<file path="src/rtl/pct_pkg.sv">
package pct_pkg;
    // Stored class encoding (2 bits). An entry whose valid bit is 0 is unclassified.
    typedef enum logic [1:0] {
        CLS_NONE = 2'b00,
        CLS_PRIV = 2'b01,
        CLS_SHRD = 2'b10,
        CLS_INSN = 2'b11
    } pg_class_e;
endpackage

</file>
<file path="src/rtl/pct_table.sv">
module pct_table
    import pct_pkg::*;
#(
    parameter int DEPTH  = 64,
    parameter int CORE_W = 4,
    localparam int IDX_W = $clog2(DEPTH)
) (
    input  logic              clk,
    input  logic              rst,
    input  logic [IDX_W-1:0]  rd_idx,
    output logic              rd_valid,
    output pg_class_e         rd_cls,
    output logic [CORE_W-1:0] rd_owner,
    input  logic              wr_en,
    input  logic [IDX_W-1:0]  wr_idx,
    input  pg_class_e         wr_cls,
    input  logic [CORE_W-1:0] wr_owner
);
    typedef struct packed {
        logic              valid;
        pg_class_e         cls;
        logic [CORE_W-1:0] owner;
    } entry_t;

    entry_t tbl_q [DEPTH];
    entry_t tbl_d [DEPTH];

    always_comb begin
        tbl_d = tbl_q;
        if (wr_en) begin
            tbl_d[wr_idx] = '{valid: 1'b1, cls: wr_cls, owner: wr_owner};
        end
    end

    always_ff @(posedge clk) begin
        if (rst) begin
            for (int i = 0; i < DEPTH; i++) tbl_q[i] <= '0;
        end else begin
            tbl_q <= tbl_d;
        end
    end

    assign rd_valid = tbl_q[rd_idx].valid;
    assign rd_cls   = tbl_q[rd_idx].cls;
    assign rd_owner = tbl_q[rd_idx].owner;

    // A shared entry is never rewritten to another class
    assert_shared_final_R7: assert property (@(posedge clk) disable iff (rst)
        (wr_en && tbl_q[wr_idx].valid && tbl_q[wr_idx].cls == CLS_SHRD) |-> (wr_cls == CLS_SHRD));
endmodule

</file>
<file path="src/rtl/pct_ctrl.sv">
module pct_ctrl
    import pct_pkg::*;
#(
    parameter int CORE_W = 4,
    parameter int IDX_W  = 6
) (
    input  logic              clk,
    input  logic              rst,
    input  logic              req_valid,
    output logic              req_ready,
    input  logic [CORE_W-1:0] req_core,
    input  logic [IDX_W-1:0]  req_page,
    input  logic              tbl_valid,
    input  pg_class_e         tbl_cls,
    input  logic [CORE_W-1:0] tbl_owner,
    output logic              wr_en,
    output pg_class_e         wr_cls,
    output logic [CORE_W-1:0] wr_owner,
    output logic              rsp_valid,
    output logic [CORE_W-1:0] rsp_core,
    output logic [IDX_W-1:0]  rsp_page,
    output logic              rsp_shared,
    output logic              inv_valid,
    output logic [CORE_W-1:0] inv_core,
    output logic [IDX_W-1:0]  inv_page,
    input  logic              inv_ack
);
    typedef struct packed {
        logic              busy;
        logic              rsp_valid;
        logic              rsp_shared;
        logic [CORE_W-1:0] rsp_core;
        logic [IDX_W-1:0]  rsp_page;
        logic [CORE_W-1:0] inv_core;
        logic [CORE_W-1:0] pend_core;
        logic [IDX_W-1:0]  pend_page;
    } state_t;

    state_t s_q, s_d;
    logic   accept;

    always_comb begin
        s_d           = s_q;
        s_d.rsp_valid = 1'b0;
        wr_en         = 1'b0;
        wr_cls        = CLS_PRIV;
        wr_owner      = req_core;
        accept        = req_valid && !s_q.busy;
        if (s_q.busy) begin
            if (inv_ack) begin
                s_d.busy       = 1'b0;
                s_d.rsp_valid  = 1'b1;
                s_d.rsp_shared = 1'b1;
                s_d.rsp_core   = s_q.pend_core;
                s_d.rsp_page   = s_q.pend_page;
            end
        end else if (accept) begin
            s_d.rsp_core = req_core;
            s_d.rsp_page = req_page;
            if (!tbl_valid) begin
                wr_en          = 1'b1;
                s_d.rsp_valid  = 1'b1;
                s_d.rsp_shared = 1'b0;
            end else if (tbl_cls != CLS_PRIV) begin
                s_d.rsp_valid  = 1'b1;
                s_d.rsp_shared = 1'b1;
            end else if (tbl_owner == req_core) begin
                s_d.rsp_valid  = 1'b1;
                s_d.rsp_shared = 1'b0;
            end else begin
                wr_en         = 1'b1;
                wr_cls        = CLS_SHRD;
                wr_owner      = tbl_owner;
                s_d.busy      = 1'b1;
                s_d.inv_core  = tbl_owner;
                s_d.pend_core = req_core;
                s_d.pend_page = req_page;
            end
        end
    end

    always_ff @(posedge clk) begin
        if (rst) s_q <= '0;
        else     s_q <= s_d;
    end

    assign req_ready  = !s_q.busy;
    assign rsp_valid  = s_q.rsp_valid;
    assign rsp_core   = s_q.rsp_core;
    assign rsp_page   = s_q.rsp_page;
    assign rsp_shared = s_q.rsp_shared;
    assign inv_valid  = s_q.busy;
    assign inv_core   = s_q.inv_core;
    assign inv_page   = s_q.pend_page;

    assert_stall_R5: assert property (@(posedge clk) disable iff (rst)
        inv_valid |-> !req_ready);
    assert_inv_hold_R4: assert property (@(posedge clk) disable iff (rst)
        (inv_valid && !inv_ack) |=> (inv_valid && $stable(inv_core) && $stable(inv_page)));
    assert_ack_rsp_R6: assert property (@(posedge clk) disable iff (rst)
        (inv_valid && inv_ack) |=> (rsp_valid && rsp_shared && !inv_valid));
    assert_one_outcome_R2: assert property (@(posedge clk) disable iff (rst)
        (req_valid && req_ready) |=> (rsp_valid ^ inv_valid));
    assert_stray_ack_R9: assert property (@(posedge clk) disable iff (rst)
        (!inv_valid && !req_valid) |=> !rsp_valid);
endmodule

</file>
<file path="src/rtl/page_class_tracker.sv">
module page_class_tracker
    import pct_pkg::*;
#(
    parameter int NUM_CORES = 16,
    parameter int NUM_PAGES = 64,
    localparam int CORE_W = $clog2(NUM_CORES),
    localparam int PAGE_W = $clog2(NUM_PAGES)
) (
    input  logic              clk,
    input  logic              rst,
    input  logic              req_valid,
    output logic              req_ready,
    input  logic [CORE_W-1:0] req_core,
    input  logic [PAGE_W-1:0] req_page,
    output logic              rsp_valid,
    output logic [CORE_W-1:0] rsp_core,
    output logic [PAGE_W-1:0] rsp_page,
    output logic              rsp_shared,
    output logic              inv_valid,
    output logic [CORE_W-1:0] inv_core,
    output logic [PAGE_W-1:0] inv_page,
    input  logic              inv_ack
);
    logic              tbl_valid;
    pg_class_e         tbl_cls;
    logic [CORE_W-1:0] tbl_owner;
    logic              wr_en;
    pg_class_e         wr_cls;
    logic [CORE_W-1:0] wr_owner;

    pct_table #(.DEPTH(NUM_PAGES), .CORE_W(CORE_W)) u_table (
        .clk(clk), .rst(rst),
        .rd_idx(req_page), .rd_valid(tbl_valid), .rd_cls(tbl_cls), .rd_owner(tbl_owner),
        .wr_en(wr_en), .wr_idx(req_page), .wr_cls(wr_cls), .wr_owner(wr_owner)
    );

    pct_ctrl #(.CORE_W(CORE_W), .IDX_W(PAGE_W)) u_ctrl (
        .clk(clk), .rst(rst),
        .req_valid(req_valid), .req_ready(req_ready), .req_core(req_core), .req_page(req_page),
        .tbl_valid(tbl_valid), .tbl_cls(tbl_cls), .tbl_owner(tbl_owner),
        .wr_en(wr_en), .wr_cls(wr_cls), .wr_owner(wr_owner),
        .rsp_valid(rsp_valid), .rsp_core(rsp_core), .rsp_page(rsp_page), .rsp_shared(rsp_shared),
        .inv_valid(inv_valid), .inv_core(inv_core), .inv_page(inv_page), .inv_ack(inv_ack)
    );
endmodule

</file>
<file path="config.mk">
export PLATFORM = sky130hd
export DESIGN_NAME = page_class_tracker
export DESIGN_NICKNAME = d
export VERILOG_FILES = /design/src/rtl/pct_pkg.sv /design/src/rtl/pct_table.sv /design/src/rtl/pct_ctrl.sv /design/src/rtl/page_class_tracker.sv
export SDC_FILE = /design/constraint.sdc
export NUM_CORES = 1
export LEC_CHECK = 0
export ABC_AREA = 1
export BUFFER_PORTS_ARGS = -buffer_cell sky130_fd_sc_hd__buf_2
export CELL_PAD_IN_SITES_DETAIL_PLACEMENT = 2
export CELL_PAD_IN_SITES_GLOBAL_PLACEMENT = 2
export CORE_MARGIN = 3
export CORE_UTILIZATION = 38
export CTS_CLUSTER_SIZE = 25
export DETAILED_ROUTE_END_ITERATION = 7
export MAX_ROUTING_LAYER = met4
export PLACE_DENSITY_LB_ADDON = 0.25
export SYNTH_ARGS = -nofsm -noshare
export SYNTH_HDL_FRONTEND = slang
export SYNTH_SLANG_ARGS = --single-unit
</file>
<file path="constraint.sdc">
create_clock -name clk -period 4 [get_ports clk]
set_input_delay 0.6 -clock clk [delete_from_list [all_inputs] [get_ports clk]]
set_output_delay 0.6 -clock clk [all_outputs]
set_load 0.05 [all_outputs]
</file>
==> impl_metrics.env, run 1 <==
export IMPL_netlist_instances=3969
export IMPL_crit_path_class="in2reg"
export IMPL_design_final_nets=3977
export IMPL_detailed_place_hpwl_um=70700
export IMPL_cts_made_buffers=57
export IMPL_power_share_switching_pct=27.7
export IMPL_synth_ff_latch_count=475
export IMPL_setup_tns_ps=0
export IMPL_min_from="inv_ack"
export IMPL_io_pins=38
export IMPL_max_cap_violations=0
export IMPL_ir_worst_vdd_mv=0.359
export IMPL_design_die_area_um2=69300
export IMPL_initial_drc_count=2341
export IMPL_cts_tree="built"
export IMPL_ctsLongestPathBuffers=3
export IMPL_final_hold_viol_count=0
export IMPL_io_buffers=37
export IMPL_grt_antenna_before_repair=3
export IMPL_post_cts_setup_buffers=0
export IMPL_global_route_overflow_total=0
export IMPL_pwr_share_comb_pct=9.4
export IMPL_grt_setup_unrepaired="no"
export IMPL_post_place_cells=4759
export IMPL_synth_sequential_area_ratio_pct=37.8
export IMPL_synth_async_reset_ratio_pct=0
export IMPL_holdCritPathClass="in2reg"
export IMPL_run_status="complete, no violations"
export IMPL_drt_wirelength_per_cell_um=26.2
export IMPL_clockPowerShare_pct=49.8
export IMPL_max_slew_margin_vs_limit_pct=37.8
export IMPL_drt_total_wl_um=128000
export IMPL_firstDrtPassIters=6
export IMPL_ys_types=35
export IMPL_cellPowerDensity_nw_per_um2=408
export IMPL_post_route_worst_setup_slack_ps=125
export IMPL_timing_critical_path_from="req_page[0]"
export IMPL_finalCoreUtilization_pct=44.2
export IMPL_grt_max_degree=139
export IMPL_synth_main_ff_cell="dfxtp_1"
export IMPL_drt_antenna_violating_nets=0
export IMPL_critical_path_required_ps=4540
export IMPL_horizontal_die_dimension_um=263
export IMPL_slew_viol_final=0
export IMPL_placement_rows=93
export IMPL_fmax_mhz=258
export IMPL_timing_worst_slew_pin_value_ps=933
export IMPL_grt_pass1_wl_um=195000
export IMPL_via_count_of_the_first_global_routing_pass=31237
export IMPL_sort_of_element_at_the_end_of_the_critical_path="register"
export IMPL_layout_worst_path_cycle_share_pct=96.9
export IMPL_floorplan_initialDensity_pct=38.7
export IMPL_timing_final_crit_period_ps=3870
export IMPL_floorplan_core_area_um2=64900
export IMPL_yosys_warnings=0
export IMPL_share_seq_of_total_power_pct=40.9
export IMPL_reg2reg_from="u_table.tbl_q[443]"
export IMPL_areaGrowthSynthToFinish_pct=14.1
export IMPL_number_of_enable_type_register_cells_in_the_synthesized_netlist=0
export IMPL_htree_levels=2
export IMPL_syn_avg_cell_area_um2=6.33
export IMPL_dieHeight_um=263
export IMPL_final_cell_count_no_fill=4867
export IMPL_worst_skew_pair_late_latency_ps=650
export IMPL_clkSinkCount=475
export IMPL_post_cts_resized=0
export IMPL_p_leak_nw=13.0
export IMPL_final_area_um2=28700
export IMPL_critical_path_arrival_ps=4410
export IMPL_r2r_slack_ps=610
export IMPL_syn_nets=3983
export IMPL_grt_util_all_layers_pct=36.8
export IMPL_type_of_element_launching_the_critical_path="primary input"
export IMPL_total_placed_instance_area_um2=26700
export IMPL_detail_route_vias_per_cell=5.74
export IMPL_fin_worst_skew_ps=31.9
export IMPL_setup_violations=0
export IMPL_holdBufCountCts=0
export IMPL_finalWeightedCongestion=0.833
export IMPL_synth_area_um2=25100
export IMPL_p_sw_mw=3.24
export IMPL_root_buffer="clkbuf_16"
export IMPL_dp_worst_setup_slack_ps=-102
export IMPL_vias=27933
export IMPL_drc_errors=0
export IMPL_clkSlewWorstSetupHoldPaths_ps=70
export IMPL_critical_path_peak_fanout=24
export IMPL_p_int_mw=8.47
export IMPL_drive_gt1_share_pct=8.68
[layout make-up]
class                           count  area, um^2
Sequential cell                   475        9510
Multi-Input combinational cell   2553       11600
Clock inverter                     22         317
Timing Repair Buffer              195        1900
Antenna cell                        3        7.51
Inverter                          681        2570
Clock buffer                       83        1700
Fill cell                        7742       36300
Tap cell                          855        1070
[state kept, by name (all words and copies together), names as in the netlist]
name / cells
u_ctrl.rsp_valid: 1
u_table.tbl_q: 448
u_ctrl.inv_core: 4
u_ctrl.rsp_shared: 1
u_ctrl.s_q: 4
u_ctrl.rsp_page: 6
u_ctrl.inv_valid: 1
u_ctrl.rsp_core: 4
u_ctrl.inv_page: 6
[per-stage QoR]
stage	hold slack, ps	power [mW]
global route	319	12.0
global placement	434	5.86
finish	313	11.7
detailed placement	441	5.90
floorplan	425	5.49
CTS	295	11.7
[Yosys cell counts (all sizes together) (4+ instances only)]
library cell	instances	area share, %
a21oi	236	4.7
a221oi	9	0.31
buf	210	5.3
clkbuf	50	0.75
dfxtp	475	38
inv	680	10
nand2	1330	20
nand3	183	5.1
nand4	274	6.8
nor2	368	5.6
nor3	8	0.24
o211ai	20	0.60
o21ai	110	2.2
o22ai	5	0.12
or2	4	0.10
[worst max-delay path: stages]
cell and delay, ps:
buf_8 140, inv_4 330, buf_12 280, buf_4 250
nand2_1 90, nand3_1 100, nand2_1 130, o21ai_1 240
nand2_1 90, nor2_1 390, nand3_1 160, nand2_1 100
nor2_1 40, nand2_1 110, nand2_1 160, nand2_8 150
buf_12 200, nand3_1 340, nand2_1 170, inv_1 70
nor2_1 240
[cells in the final DEF, fill, tap and decap left out, types with 2 or more instances in the layout]
cell type and count:
o22ai_1 5, o21ai_0 85, a221oi_1 9, o21ai_1 25, nor3_1 4, clkinv_2 12
diode_2 3, o211ai_1 20, a22oi_1 3, inv_2 9, nand3_4 30, nand4_1 274
bufinv_16 8, inv_8 2, or2_1 3, a21oi_1 235, buf_12 41, buf_2 35
nor2_1 363, nor2_4 5, buf_4 117, nand2_2 2, dfxtp_1 475, nand2_4 4
clkbuf_16 59, inv_1 668, nor3_2 4, nand2_1 1323, clkbuf_8 13, clkbuf_1 11
nand3_1 153
[kinds of logic (layout without fill, tap and decap cells)]
family	after synthesis	count (layout)	synth area share, %
buffers and inverters	941	981	16.2
DFF	475	475	37.8
AOI/OAI and AO/OA	385	385	8.12
other	0	3	0
and+or+nand+nor	2168	2168	37.8
[routing by layer]
layer	vias up	wire length [um]	GRT usage [%]
met3	389	7800	6.10
met2	1079	61300	61.1
li1	12261	-	-
met5	-	0	-
met1	14204	52200	43.6
met4	0	6410	16.9
[path summary, 6_finish.rpt]
kind | end | cells after the start
setup reg to reg | u_table.tbl_q[72] | 18
hold reg to reg | u_table.tbl_q[340] | 2
setup / recovery | u_table.tbl_q[72] | 21
hold / removal | u_ctrl.inv_valid | 3
[power groups by stage]
stage	registers (mW)	clock network (mW)	logic, mW
2_1_floorplan	4.88	0	0.610
3_3_place_gp	4.88	0	0.979
3_5_place_dp	4.88	0	1.01
4_1_cts	4.78	5.86	1.07
5_1_grt	4.78	6.06	1.15
6_report	4.78	5.82	1.10
Note: power is estimated with default switching activity, not from simulation.
==> inputs of run 2 (changes only) <==
ABC_CLOCK_PERIOD_IN_PS = 4200   (was default)
CORE_UTILIZATION = 35   (was 38)
clock period = 4.2 ns   (was 4 ns; I/O delays follow)
==> run 2 against run 1 <==
Effect of this change: total power decreased by 7.4%; largest power group unchanged; clock power is 9.3% lower; final cell count grew 1.9%; critical path type unchanged.
==> impl_metrics.env, run 2 (synthesis gave the netlist of run 1 again) <==
export IMPL_post_cts_resized=0
export IMPL_cpPeakStageDelay_ps=280
export IMPL_drc_errors=0
export IMPL_drt_wirelength_per_cell_um=21.2
export IMPL_layout_commonest_cell="nand2_1"
export IMPL_type_of_element_launching_the_critical_path="primary input"
export IMPL_vias=26185
export IMPL_clockPowerShare_pct=48.7
export IMPL_worst_path_dominant_cell_family="buffers and inverters"
export IMPL_final_hold_viol_count=0
export IMPL_horizontal_die_dimension_um=274
export IMPL_floorplan_core_area_um2=70600
export IMPL_sort_of_element_at_the_end_of_the_critical_path="register"
export IMPL_p_leak_nw=13.0
export IMPL_grt_setup_unrepaired="no"
export IMPL_worst_r2r_endpoint="u_table.tbl_q[278]"
export IMPL_crit_path_class="in2reg"
export IMPL_via_count_of_the_first_global_routing_pass=27944
export IMPL_ctsLongestPathBuffers=3
export IMPL_path_depth=23
export IMPL_num_fill_cells=8702
export IMPL_setup_tns_ps=0
export IMPL_fin_worst_skew_ps=39.1
export IMPL_io_pins=38
export IMPL_critical_path_cell_chain="buf_8 -> inv_4 -> buf_12 -> buf_12 -> buf_4 -> nand2_1 -> nand3_1 -> nand2_1 -> o21ai_1 -> nand2_1 -> nor2_1 -> buf_4 -> nand3_1 -> nand2_1 -> nor2_1 -> nand2_1 -> nand2_1 -> nand2_8 -> buf_12 -> buf_12 -> nand3_4 -> nand2_1 -> a21oi_1"
export IMPL_htree_levels=2
export IMPL_wl_met1_um=47500
export IMPL_run_status="complete, no violations"
export IMPL_share_seq_of_total_power_pct=42.0
export IMPL_met3RoutedLength_um=4300
export IMPL_grt_antenna_before_repair=0
export IMPL_p_sw_mw=2.91
export IMPL_reg2reg_from="u_table.tbl_q[282]"
export IMPL_grt_pass1_wl_um=165000
export IMPL_setup_violations=0
export IMPL_areaGrowthSynthToFinish_pct=14.7
export IMPL_timing_final_crit_period_ps=3480
export IMPL_slowest_cell_on_the_critical_path="buf_12"
export IMPL_reg2regPathDepth=19
export IMPL_post_route_worst_setup_slack_ps=716
export IMPL_drt_antenna_violating_nets=0
export IMPL_power_share_switching_pct=26.9
export IMPL_pwr_share_comb_pct=9.3
export IMPL_drt_total_wl_um=105000
export IMPL_grt_max_degree=108
export IMPL_post_cts_setup_buffers=0
export IMPL_design_die_area_um2=75100
export IMPL_ir_worst_vdd_mv=0.332
export IMPL_detail_route_vias_per_cell=5.28
export IMPL_detailed_place_hpwl_um=69800
export IMPL_drive_gt1_share_pct=8.80
export IMPL_grt_util_all_layers_pct=28.7
export IMPL_io_buffers=37
export IMPL_design_final_nets=3988
export IMPL_firstDrtPassIters=5
export IMPL_flip_flop_count_of_the_largest_register_after_layout=448
export IMPL_regMostFlops="u_table.tbl_q"
export IMPL_cellPowerDensity_nw_per_um2=376
export IMPL_max_cap_violations=0
export IMPL_root_buffer="clkbuf_16"
export IMPL_whs_ps=335
export IMPL_critical_path_required_ps=4680
export IMPL_min_from="req_core[2]"
export IMPL_cp_buffers_inverters=8
export IMPL_cts_tree="built"
export IMPL_holdCritPathClass="in2reg"
export IMPL_layout_worst_path_cycle_share_pct=82.9
export IMPL_worstHoldPathCells=3
export IMPL_floorplan_initialDensity_pct=35.6
export IMPL_global_route_overflow_total=0
export IMPL_r2r_slack_ps=1050
export IMPL_fmax_mhz=287
export IMPL_slew_viol_final=0
export IMPL_critical_path_arrival_ps=3970
export IMPL_initial_drc_count=1486
export IMPL_mostFrequentLayoutCells="nand2_1, inv_1, dfxtp_1"
export IMPL_crit_path_top_cell_by_count="nand2_1"
export IMPL_finalWeightedCongestion=0.857
export IMPL_cts_made_buffers=58
export IMPL_holdBufCountCts=0
export IMPL_dieHeight_um=274
export IMPL_routed_top_layer="met4"
export IMPL_met2WireLength_um=50900
export IMPL_dp_worst_setup_slack_ps=184
export IMPL_worst_skew_pair_late_latency_ps=640
export IMPL_clkSinkCount=475
export IMPL_max_slew_margin_vs_limit_pct=36.4
export IMPL_clkSlewWorstSetupHoldPaths_ps=60
export IMPL_num_antenna_cells=0
export IMPL_timing_hold_worst_endpoint="u_ctrl.rsp_core[2]"
export IMPL_p_int_mw=7.93
export IMPL_placement_rows=97
export IMPL_timing_worst_slew_pin_value_ps=954
export IMPL_critical_path_peak_fanout=45
[run 2: cell types whose count changed in the layout (fill, tap and decap cells not counted)]
cell	change
buf_4	+8
clkbuf_1	+6
clkinv_2	-4
bufinv_16	-3
diode_2	-3
buf_12	+2
clkbuf_8	+1
clkinvlp_4	+1
inv_6	+1
[run 2: how the worst max path moves through the flow]
| stage | end | slack (ps) | start |
|---|---|---|---|
| floorplan | u_table.tbl_q[378] | 1440 | req_page[0] |
| global placement | u_table.tbl_q[74] | 270 | req_page[0] |
| detailed placement | u_table.tbl_q[278] | 180 | req_page[0] |
| CTS | u_table.tbl_q[72] | 810 | req_page[0] |
| global route | u_table.tbl_q[114] | 530 | req_page[2] |
| finish | u_table.tbl_q[278] | 720 | req_page[0] |
[run 2: stage by stage]
step	cell area [um^2]	util, %	cells	power (mW)
final	28800	40.8	4961	10.8
after CTS	28800	40.8	4961	10.9
after floorplan	25100	-	3969	5.23
after global placement	26900	38.0	4854	5.61
after detailed placement	26900	38.0	4854	5.64
after global routing	28800	40.8	4961	11.2
[run 2: cell type report]
class                   instances  area, um^2  area share, %
multi-input cells            2553       11600           40.3
well taps                     940        1180           4.08
clock inverters                17         223          0.773
clock buffers                  90        1730           6.01
flip-flops and latches        475        9510           33.0
inverters                     681        2570           8.93
repair buffers                205        2000           6.94
[run 2: worst reg2reg max path, stage by stage (launching register included)]
cell and delay (ps):
dfxtp_1 300, inv_1 70, nand2_1 60, o211ai_1 120, nand2_1 130, o21ai_1 280
nand2_1 170, nor2_1 270, buf_4 170, nand3_1 60, nand2_1 90, nor2_1 50
nand2_1 80, nand2_1 150, nand2_8 130, buf_12 280, buf_12 270, nand3_4 140
nand2_1 120, a21oi_1 70
[run 2: power by group through the flow]
stage                     clock [mW]  sequential, mW  combinational [mW]
final                           5.28            4.55                1.01
after global routing            5.56            4.55                1.08
after CTS                       5.37            4.55               0.999
after detailed placement           0            4.65               0.986
after global placement             0            4.65               0.962
after floorplan                    0            4.65               0.581
[run 2: routing by layer]
metal	up-vias	global-route usage, %
li1	12330	-
met1	13220	36.5
met2	483	49.0
met3	152	2.87
met4	0	6.93
met5	-	-
==> inputs of run 3 (changes only) <==
ABC_CLOCK_PERIOD_IN_PS = 3000   (was 4200)
CORE_UTILIZATION = 32   (was 35)
clock period = 3 ns   (was 4.2 ns; I/O delays follow)
==> run 3 against run 2 <==
Effect of this change: first-iteration DRC count fell by 12%; clock power rose by 40%; sequential share of layout area fell by 2.1 points; sequential power rose by 40%; final area rose by 6.7%; setup slack got worse by 600 ps; hold slack got worse by 170 ps; via count rose by 0.64%.
==> impl_metrics.env, run 3 (synthesis gave the netlist of run 1 again) <==
export IMPL_met2WireLength_um=51100
export IMPL_clkSlewWorstSetupHoldPaths_ps=60
export IMPL_io_pins=38
export IMPL_layout_area_seq_um2=9510
export IMPL_p_sw_mw=4.11
export IMPL_clkSinkCount=475
export IMPL_io_buffers=37
export IMPL_type_of_element_launching_the_critical_path="primary input"
export IMPL_drt_wirelength_per_cell_um=20.5
export IMPL_holdCritPathClass="in2reg"
export IMPL_design_final_nets=4174
export IMPL_mostFrequentLayoutCells="nand2_1, inv_1, dfxtp_1"
export IMPL_design_die_area_um2=81900
export IMPL_fmax_mhz=347
export IMPL_detail_route_vias_per_cell=5.02
export IMPL_crit_path_top_cell_by_count="nand2_1"
export IMPL_drt_total_wl_um=108000
export IMPL_met3RoutedLength_um=3870
export IMPL_critical_path_required_ps=3550
export IMPL_critical_path_peak_fanout=32
export IMPL_fin_worst_skew_ps=36.5
export IMPL_slowest_cell_on_the_critical_path="buf_12"
export IMPL_grt_antenna_before_repair=4
export IMPL_firstDrtPassIters=5
export IMPL_regMostFlops="u_table.tbl_q"
export IMPL_grt_pass1_wl_um=166000
export IMPL_grt_setup_unrepaired="yes"
export IMPL_layout_worst_path_cycle_share_pct=96.0
export IMPL_grt_util_all_layers_pct=26.6
export IMPL_floorplan_core_area_um2=77600
export IMPL_critical_path_arrival_ps=3430
export IMPL_timing_worst_slew_pin_value_ps=888
export IMPL_power_share_switching_pct=26.8
export IMPL_horizontal_die_dimension_um=286
export IMPL_max_cap_violations=0
export IMPL_worst_skew_pair_late_latency_ps=650
export IMPL_sort_of_element_at_the_end_of_the_critical_path="register"
export IMPL_ir_worst_vdd_mv=0.370
export IMPL_crit_path_class="in2reg"
export IMPL_dieHeight_um=286
export IMPL_areaGrowthSynthToFinish_pct=22.3
export IMPL_total_design_power_mw=15.3
export IMPL_placement_rows=102
export IMPL_routed_top_layer="met4"
export IMPL_flip_flop_count_of_the_largest_register_after_layout=448
export IMPL_cts_made_buffers=59
export IMPL_floorplan_initialDensity_pct=32.4
export IMPL_drc_errors=0
export IMPL_worst_path_dominant_cell_family="simple AND/OR/NAND/NOR gates"
export IMPL_global_route_overflow_total=0
export IMPL_ctsLongestPathBuffers=3
export IMPL_timing_final_crit_period_ps=2880
export IMPL_setup_violations=0
export IMPL_pwr_share_comb_pct=10.2
export IMPL_vias=26353
export IMPL_p_int_mw=11.2
export IMPL_root_buffer="clkbuf_16"
export IMPL_num_fill_cells=9441
export IMPL_finalWeightedCongestion=0.814
export IMPL_slew_viol_final=0
export IMPL_via_count_of_the_first_global_routing_pass=28384
export IMPL_drt_antenna_violating_nets=0
export IMPL_run_status="complete, no violations"
export IMPL_cts_tree="built"
export IMPL_htree_levels=2
export IMPL_drive_gt1_share_pct=13.4
export IMPL_cellPowerDensity_nw_per_um2=499
export IMPL_detailed_place_hpwl_um=73600
export IMPL_cpPeakStageDelay_ps=270
export IMPL_layout_commonest_cell="nand2_1"
export IMPL_final_hold_viol_count=0
export IMPL_p_leak_nw=14.1
export IMPL_clockPowerShare_pct=48.3
export IMPL_grt_max_degree=141
export IMPL_multiInputGateArea_um2=11700
export IMPL_wl_met1_um=49300
export IMPL_max_slew_margin_vs_limit_pct=40.8
export IMPL_cp_buffers_inverters=7
export IMPL_setup_tns_ps=0
export IMPL_critical_path_cell_chain="buf_8 -> buf_4 -> buf_12 -> nand2_1 -> buf_6 -> inv_1 -> nand2_1 -> nand2_1 -> nor2_1 -> nand2_1 -> nand2_1 -> nand2_1 -> nor2_1 -> nand2_1 -> nor2_4 -> nand2_2 -> buf_4 -> nor2_4 -> buf_12 -> nand2_1 -> a21oi_1"
export IMPL_share_seq_of_total_power_pct=41.6
export IMPL_initial_drc_count=1312
-- run 3: cell types whose count changed in the layout (fill, tap and decap cells not counted), moves of 3 or more --
cell / previous run / this run
buf_4: 125 / 280
buf_12: 43 / 65
clkinv_2: 8 / 16
buf_6: 1 / 8
clkbuf_1: 17 / 10
nand2_1: 1323 / 1316
nand2_2: 2 / 9
o21ai_2: 0 / 5
nor2_1: 363 / 359
diode_2: 0 / 3
nor2_2: 0 / 3
o21ai_0: 85 / 82
-- run 3: what timing repair did --
item / in CTS / in global routing
hold buffers: 0 / 0
resized for setup: 0 / 29
setup endpoints to repair: 0 / 447
buffers inserted: 0 / 1
-- run 3: final timing paths --
kind,from,to,slack [ps],cells past startpoint
worst min-delay path,inv_ack,u_ctrl.inv_valid,160,3
worst max register to register,u_table.tbl_q[287],u_table.tbl_q[313],210,17
worst max-delay path,req_page[0],u_table.tbl_q[313],120,21
worst min register to register,u_table.tbl_q[144],u_table.tbl_q[144],450,2
-- run 3: layout make-up --
cell class                      instances  area share (%)
Clock inverter                         22           0.733
Timing Repair Buffer                  390            12.1
Tap cell                             1040            4.23
Antenna cell                            3          0.0244
Clock buffer                           86            5.72
Inverter                              681            8.37
Sequential cell                       475            30.9
Multi-Input combinational cell       2553            37.9
-- run 3: tightest hold or removal path, delay by kind of cell --
kind	cells	cell delay [ps]
AND/OR/NAND/NOR	1	90
buffers and inverters	1	110
AO/OA/AOI/OAI	1	120
-- run 3: per-stage QoR --
step,area [um^2],hold slack [ps],utilization [%],setup WS [ps],cells
finish,30700,160,39.6,120,5250
global route,30700,153,39.6,-26.7,5250
CTS,30600,125,39.5,14.2,5245
detailed placement,28600,441,36.9,-555,5137
global placement,28600,433,36.9,-454,5137
floorplan,25100,425,-,348,3969
-- run 3: power by group through the flow --
stage	registers [mW]	clock network, mW	logic [mW]
2_1_floorplan	6.51	0	0.813
3_3_place_gp	6.51	0	1.50
3_5_place_dp	6.51	0	1.53
4_1_cts	6.37	7.58	1.55
5_1_grt	6.38	7.83	1.68
6_report	6.37	7.40	1.56
-- run 3: metal layers --
metal | global-route usage [%] | vias up
met3 | 4.02 | 175
met2 | 44.5 | 403
met1 | 32.8 | 13103
met5 | - | -
met4 | 8.73 | 0
li1 | - | 12672
